## config.mk

```make
export PLATFORM = sky130hd
export DESIGN_NAME = gpio_irq_port
export DESIGN_NICKNAME = d
export VERILOG_FILES = /design/src/rtl/gpio_irq_pkg.sv /design/src/rtl/gpio_sync2.sv /design/src/rtl/gpio_blink_gen.sv /design/src/rtl/gpio_regbank.sv /design/src/rtl/gpio_irq_combine.sv /design/src/rtl/gpio_irq_port.sv
export SDC_FILE = /design/constraint.sdc
export NUM_CORES = 1
export LEC_CHECK = 0
export BUFFER_PORTS_ARGS = -buffer_cell sky130_fd_sc_hd__buf_2
export CORE_UTILIZATION = 40
export DETAILED_ROUTE_END_ITERATION = 7
export PLACE_DENSITY = 0.65
export SYNTH_ARGS = -nofsm -noshare
export SYNTH_HDL_FRONTEND = slang
export SYNTH_SLANG_ARGS = --single-unit
```

## constraint.sdc

```tcl
create_clock -name clk -period 4.6 [get_ports clk]
set_clock_uncertainty 0.1 [all_clocks]
set_input_delay 0.92 -clock clk [delete_from_list [all_inputs] [get_ports clk]]
set_output_delay 0.92 -clock clk [all_outputs]
set_load 0.03 [all_outputs]
```

## src/rtl/gpio_irq_pkg.sv

```systemverilog
package gpio_irq_pkg;

    // Register slot index = byte offset / 4; software relies on this order.
    typedef enum logic [2:0] {
        SLOT_OUT   = 3'd0,
        SLOT_DIR   = 3'd1,
        SLOT_BLINK = 3'd2,
        SLOT_POL   = 3'd3,
        SLOT_DIN   = 3'd4,
        SLOT_CAUSE = 3'd5,
        SLOT_EMASK = 3'd6,
        SLOT_LMASK = 3'd7
    } slot_e;

    localparam int unsigned SLOT_LSB  = 2;
    localparam int unsigned SLOT_BITS = 3;

endpackage

```

## src/rtl/gpio_sync2.sv

```systemverilog
module gpio_sync2 #(
    parameter int unsigned WIDTH = 32
) (
    input  logic             clk,
    input  logic             rst_n,
    input  logic [WIDTH-1:0] async_in,
    output logic [WIDTH-1:0] sync_out
);
    typedef struct packed {
        logic [WIDTH-1:0] stage1;
        logic [WIDTH-1:0] stage2;
    } sync_t;

    sync_t sync_d, sync_q;

    always_comb begin
        sync_d        = sync_q;
        sync_d.stage1 = async_in;
        sync_d.stage2 = sync_q.stage1;
    end

    always_ff @(posedge clk or negedge rst_n) begin
        if (!rst_n) sync_q <= '0;
        else        sync_q <= sync_d;
    end

    assign sync_out = sync_q.stage2;
endmodule

```

## src/rtl/gpio_blink_gen.sv

```systemverilog
module gpio_blink_gen #(
    parameter int unsigned DIV = 4
) (
    input  logic clk,
    input  logic rst_n,
    output logic phase
);
    localparam int unsigned CNT_W = (DIV > 1) ? $clog2(DIV) : 1;
    localparam logic [CNT_W-1:0] LAST = CNT_W'(DIV - 1);

    typedef struct packed {
        logic [CNT_W-1:0] cnt;
        logic             phase;
    } blink_t;

    blink_t blink_d, blink_q;

    always_comb begin
        blink_d = blink_q;
        if (blink_q.cnt == LAST) begin
            blink_d.cnt   = '0;
            blink_d.phase = ~blink_q.phase;
        end else begin
            blink_d.cnt = blink_q.cnt + 1'b1;
        end
    end

    always_ff @(posedge clk or negedge rst_n) begin
        if (!rst_n) blink_q <= '0;
        else        blink_q <= blink_d;
    end

    assign phase = blink_q.phase;
endmodule

```

## src/rtl/gpio_regbank.sv

```systemverilog
module gpio_regbank
    import gpio_irq_pkg::*;
#(
    parameter int unsigned LINES  = 32,
    parameter int unsigned ADDR_W = 8,
    parameter int unsigned DATA_W = 32
) (
    input  logic              clk,
    input  logic              rst_n,
    input  logic              bus_sel,
    input  logic              bus_wr,
    input  logic [ADDR_W-1:0] bus_addr,
    input  logic [DATA_W-1:0] bus_wdata,
    output logic [DATA_W-1:0] bus_rdata,
    input  logic [LINES-1:0]  sync_lvl,
    output logic [LINES-1:0]  din_adj,
    output logic [LINES-1:0]  out_q,
    output logic [LINES-1:0]  dir_q,
    output logic [LINES-1:0]  blink_q,
    output logic [LINES-1:0]  cause_q,
    output logic [LINES-1:0]  emask_q,
    output logic [LINES-1:0]  lmask_q
);
    localparam int unsigned WIN_TOP = SLOT_LSB + SLOT_BITS;

    typedef struct packed {
        logic [LINES-1:0] out;
        logic [LINES-1:0] dir;
        logic [LINES-1:0] blink;
        logic [LINES-1:0] pol;
        logic [LINES-1:0] cause;
        logic [LINES-1:0] emask;
        logic [LINES-1:0] lmask;
        logic [LINES-1:0] adj_prev;
    } bank_t;

    bank_t bank_d, bank_q;

    logic             in_window;
    slot_e            slot;
    logic             wr_en;
    logic [LINES-1:0] wr_val;
    logic [LINES-1:0] rise;
    logic [LINES-1:0] rd_val;

    always_comb begin
        in_window = (bus_addr[SLOT_LSB-1:0] == '0) &&
                    (bus_addr[ADDR_W-1:WIN_TOP] == '0);
        slot      = slot_e'(bus_addr[WIN_TOP-1:SLOT_LSB]);
        wr_en     = bus_sel && bus_wr && in_window;
        wr_val    = bus_wdata[LINES-1:0];
        din_adj   = sync_lvl ^ bank_q.pol;
        rise      = din_adj & ~bank_q.adj_prev;
    end

    always_comb begin
        bank_d          = bank_q;
        bank_d.adj_prev = din_adj;
        if (wr_en) begin
            unique case (slot)
                SLOT_OUT:   bank_d.out   = wr_val;
                SLOT_DIR:   bank_d.dir   = wr_val;
                SLOT_BLINK: bank_d.blink = wr_val;
                SLOT_POL:   bank_d.pol   = wr_val;
                SLOT_CAUSE: bank_d.cause = bank_q.cause & wr_val;
                SLOT_EMASK: bank_d.emask = wr_val;
                SLOT_LMASK: bank_d.lmask = wr_val;
                default:    ;
            endcase
        end
        // A new event wins over a clearing write in the same cycle.
        bank_d.cause = bank_d.cause | rise;
    end

    always_ff @(posedge clk or negedge rst_n) begin
        if (!rst_n) begin
            bank_q     <= '0;
            bank_q.dir <= '1;
        end else begin
            bank_q <= bank_d;
        end
    end

    always_comb begin
        rd_val = '0;
        if (bus_sel && !bus_wr && in_window) begin
            unique case (slot)
                SLOT_OUT:   rd_val = bank_q.out;
                SLOT_DIR:   rd_val = bank_q.dir;
                SLOT_BLINK: rd_val = bank_q.blink;
                SLOT_POL:   rd_val = bank_q.pol;
                SLOT_DIN:   rd_val = din_adj;
                SLOT_CAUSE: rd_val = bank_q.cause;
                SLOT_EMASK: rd_val = bank_q.emask;
                SLOT_LMASK: rd_val = bank_q.lmask;
                default:    rd_val = '0;
            endcase
        end
        bus_rdata = DATA_W'(rd_val);
    end

    assign out_q   = bank_q.out;
    assign dir_q   = bank_q.dir;
    assign blink_q = bank_q.blink;
    assign cause_q = bank_q.cause;
    assign emask_q = bank_q.emask;
    assign lmask_q = bank_q.lmask;
endmodule

```

## src/rtl/gpio_irq_combine.sv

```systemverilog
module gpio_irq_combine #(
    parameter int unsigned LINES = 32,
    parameter int unsigned GROUP = 8
) (
    input  logic [LINES-1:0]       din_adj,
    input  logic [LINES-1:0]       cause,
    input  logic [LINES-1:0]       emask,
    input  logic [LINES-1:0]       lmask,
    output logic [LINES/GROUP-1:0] irq_group
);
    localparam int unsigned NGRP = LINES / GROUP;

    logic [LINES-1:0] req;

    always_comb begin
        req = (din_adj & lmask) | (cause & emask);
    end

    for (genvar g = 0; g < NGRP; g++) begin : g_grp
        assign irq_group[g] = |req[g*GROUP +: GROUP];
    end
endmodule

```

## src/rtl/gpio_irq_port.sv

```systemverilog
module gpio_irq_port #(
    parameter int unsigned NUM_LINES  = 32,
    parameter int unsigned GROUP_SIZE = 8,
    parameter int unsigned ADDR_W     = 8,
    parameter int unsigned DATA_W     = 32,
    parameter int unsigned BLINK_DIV  = 4
) (
    input  logic                         clk,
    input  logic                         rst_n,
    input  logic                         bus_sel,
    input  logic                         bus_wr,
    input  logic [ADDR_W-1:0]            bus_addr,
    input  logic [DATA_W-1:0]            bus_wdata,
    output logic [DATA_W-1:0]            bus_rdata,
    input  logic [NUM_LINES-1:0]         pin_in,
    output logic [NUM_LINES-1:0]         pin_out,
    output logic [NUM_LINES-1:0]         pin_oe,
    output logic [NUM_LINES/GROUP_SIZE-1:0] irq_group
);
    localparam int unsigned NUM_GROUPS = NUM_LINES / GROUP_SIZE;

    logic [NUM_LINES-1:0] sync_lvl;
    logic [NUM_LINES-1:0] din_adj;
    logic [NUM_LINES-1:0] out_q;
    logic [NUM_LINES-1:0] dir_q;
    logic [NUM_LINES-1:0] blink_q;
    logic [NUM_LINES-1:0] cause_q;
    logic [NUM_LINES-1:0] emask_q;
    logic [NUM_LINES-1:0] lmask_q;
    logic                 blink_phase;

    gpio_sync2 #(.WIDTH(NUM_LINES)) i_sync (
        .clk      (clk),
        .rst_n    (rst_n),
        .async_in (pin_in),
        .sync_out (sync_lvl)
    );

    gpio_regbank #(
        .LINES  (NUM_LINES),
        .ADDR_W (ADDR_W),
        .DATA_W (DATA_W)
    ) i_regbank (
        .clk       (clk),
        .rst_n     (rst_n),
        .bus_sel   (bus_sel),
        .bus_wr    (bus_wr),
        .bus_addr  (bus_addr),
        .bus_wdata (bus_wdata),
        .bus_rdata (bus_rdata),
        .sync_lvl  (sync_lvl),
        .din_adj   (din_adj),
        .out_q     (out_q),
        .dir_q     (dir_q),
        .blink_q   (blink_q),
        .cause_q   (cause_q),
        .emask_q   (emask_q),
        .lmask_q   (lmask_q)
    );

    gpio_blink_gen #(.DIV(BLINK_DIV)) i_blink (
        .clk   (clk),
        .rst_n (rst_n),
        .phase (blink_phase)
    );

    gpio_irq_combine #(
        .LINES (NUM_LINES),
        .GROUP (GROUP_SIZE)
    ) i_combine (
        .din_adj   (din_adj),
        .cause     (cause_q),
        .emask     (emask_q),
        .lmask     (lmask_q),
        .irq_group (irq_group)
    );

    for (genvar i = 0; i < NUM_LINES; i++) begin : g_pin
        assign pin_oe[i]  = ~dir_q[i];
        assign pin_out[i] = (blink_q[i] && !dir_q[i]) ? blink_phase : out_q[i];
    end
endmodule

```

==> impl_metrics.json <==
{
  "total_leakage_power_nw": 8.15,
  "cts_inserted_buffers": 35,
  "cts.clk_slew.worst_paths_ns": 0.05,
  "setup_tns_ns": 0,
  "die_width_um": 193,
  "grt_overflow": 0,
  "synth_area_leaders": "dfrtp_1, mux2_2, dfstp_2",
  "slew_headroom_pct": 34.5,
  "ys.warnings.count": 0,
  "fmax_ghz": 0.251,
  "period_share_pct": 86.6,
  "drc": 13,
  "die_h_um": 193,
  "rsz0062_at_grt": "false",
  "p_per_area_mw_per_mm2": 370,
  "cts_tree": "done",
  "async_flop_share_pct": 100,
  "syn_nets": 1263,
  "place.gp.congestion": 0.802,
  "synth_edf_count": 0,
  "place_ws_ns": 0.640,
  "grtUsageTotal_pct": 21.7,
  "tightest_slew_ns": 0.983,
  "slew_viol_final": 0,
  "seqCellArea_mm2": 0.00812,
  "fillers": 3248,
  "violations": "DRC",
  "start_util_pct": 40.8,
  "post-cts-setup-buffer-count": 0,
  "dpl.cell_count": 1789,
  "slowest_delay_ns": 0.54,
  "cap_viol_max_count": 0,
  "largest-register": "i_regbank.bank_q",
  "wl_per_cell_um": 21.1,
  "worstPathCellList": "buf_4 -> buf_4 -> a21oi_1 -> a211oi_1 -> a21oi_1 -> a211oi_1 -> buf_2",
  "port_buffers": 175,
  "crit_type": "primary input to primary output",
  "outcome": "complete, but fails checks",
  "drt_iter0_markers": 576,
  "clk_path_buf_depth": 3,
  "drt_wl_total_mm": 39.2,
  "fin_nets": 1442,
  "cts_resized": 0,
  "synthTopCellsByCount": "dfrtp_1, mux2_2, o21ai_0, inv_1",
  "std_cell_rows": 69,
  "grtUsageMet3_pct": 3.07,
  "met2_usage_pct": 34.2,
  "grt.busiest_layer": "met2",
  "clock_latency_ns": 0.53,
  "grt_pass1_vias": 10400,
  "yosysMostFrequentCell": "dfrtp_1",
  "post_dp_cell_area_mm2": 0.0161,
  "ys_ff_latch": 323,
  "path_buf_inv": 3,
  "antenna_found_initial": 1,
  "area_growth_pct": 18.3,
  "avgSynthCellArea_um2": 12.3,
  "yosysTopAreaCell": "dfrtp_1",
  "grt_max_degree": 123,
  "largest_reg_flops": 64,
  "finalSetupViolCount": 0,
  "synth.top_cell.area_share_pct": 50.0,
  "drtAntennaViolNets": 0,
  "cp_max_fo": 48,
  "insertedDiodeCount": 0,
  "hold_buffers": 0,
  "cts.sinks": 323,
  "ir_worst_vdd_v": 0.000271,
  "grt_pass1_wl_mm": 61.5,
  "worstPathArrival_ns": 2.96,
  "drive_above_1_share_pct": 39.2,
  "netlist_area_mm2": 0.0146,
  "ys.flop_type": "dfrtp_1",
  "hold_viol": 0,
  "synth.yosys.seq_area_share_pct": 55.7,
  "crit_slowest_cell": "buf_4",
  "htreeDepth": 2,
  "worstPathRequired_ns": 3.58,
  "setup_slack_ns": 0.616,
  "dp_hpwl_mm": 25.9,
  "critPathLaunchType": "primary input",
  "final_area_mm2": 0.0172,
  "critical-path-top-delay-family": "buffers and inverters",
  "post_drt_via_cell_ratio": 5.49,
  "coreArea_mm2": 0.0357,
  "root_buffer": "clkbuf_16",
  "ios": 176,
  "synth_cells": 1186,
  "dr_total_vias": 10200,
  "met1_usage_pct": 31.4,
  "yosysUniqueCellTypes": 46,
  "stdcell_count": 1853,
  "drtPass1Iterations": 8,
  "multi_input_area_mm2": 0.00588,
  "min_path_type": "register to register",
  "min_period_ns": 3.98,
  "die_area_mm2": 0.0372,
  "setup.worst_path.end_class": "primary output"
}
[power by group]
group          switching (mW)  total (mW)  internal, mW
Sequential             0.0540        2.99          2.94
Combinational           0.326       0.512         0.185
Clock                    1.12        2.89          1.76
[layer usage]
metal / wire (um) / up-vias
li1: - / 4646
met1: 18300 / 5184
met2: 18200 / 287
met3: 1950 / 53
met4: 738 / 2
met5: 17 / -
[stage by stage]
step,total power [mW],utilization (%),hold slack [ns]
floorplan,3.31,-,0.231
global placement,3.55,44.9,0.232
detailed placement,3.56,44.9,0.235
CTS,6.47,48.3,0.248
global route,6.64,48.3,0.254
finish,6.39,48.3,0.246
[cells by family after synthesis]
logic type / after synthesis / synth area share (%)
buffers and inverters: 144 / 4.16
xor gates and xnor gates: 33 / 1.98
adders and majority gates: 1 / 0.0858
DFF: 323 / 55.7
muxes: 242 / 19.4
AOI/OAI and AO/OA: 294 / 14.2
and+or+nand+nor: 149 / 4.49
[path summary, 6_finish.rpt]
path | start | endpoint | slack (ns) | cells after the start
worst min-delay path | i_sync.sync_d[16] | i_sync.sync_out[16] | 0.25 | 0
worst max register to register | i_blink.phase | i_blink.phase | 3.23 | 1
min in group asynchronous | rst_n | i_regbank.blink_q[25] | 0.41 | 1
max in group asynchronous | rst_n | i_regbank.dir_q[20] | 2.94 | 2
worst max-delay path | bus_addr[3] | bus_rdata[10] | 0.62 | 7
worst min register to register | i_sync.sync_d[16] | i_sync.sync_out[16] | 0.25 | 0
[layout make-up]
class                   count  area share, %
flip-flops and latches    323           47.1
inverters                  76           1.65
clock buffers              57           6.20
well taps                 461           3.34
clock inverters             7          0.725
multi-input cells         719           34.1
repair buffers            210           6.91
[layout by cell type (no fill, tap or decap), drive strengths merged, types with 20 or more instances in the layout]
| cell type | instances |
|---|---|
| a21boi | 21 |
| mux2i | 20 |
| a211oi | 56 |
| dfstp | 32 |
| buf | 210 |
| nand2 | 56 |
| nor2 | 52 |
| a31o | 21 |
| dfrtp | 291 |
| mux2 | 221 |
| o21ai | 88 |
| inv | 76 |
| clkbuf | 57 |
| a22o | 36 |
(Power assumes the default switching activity.)
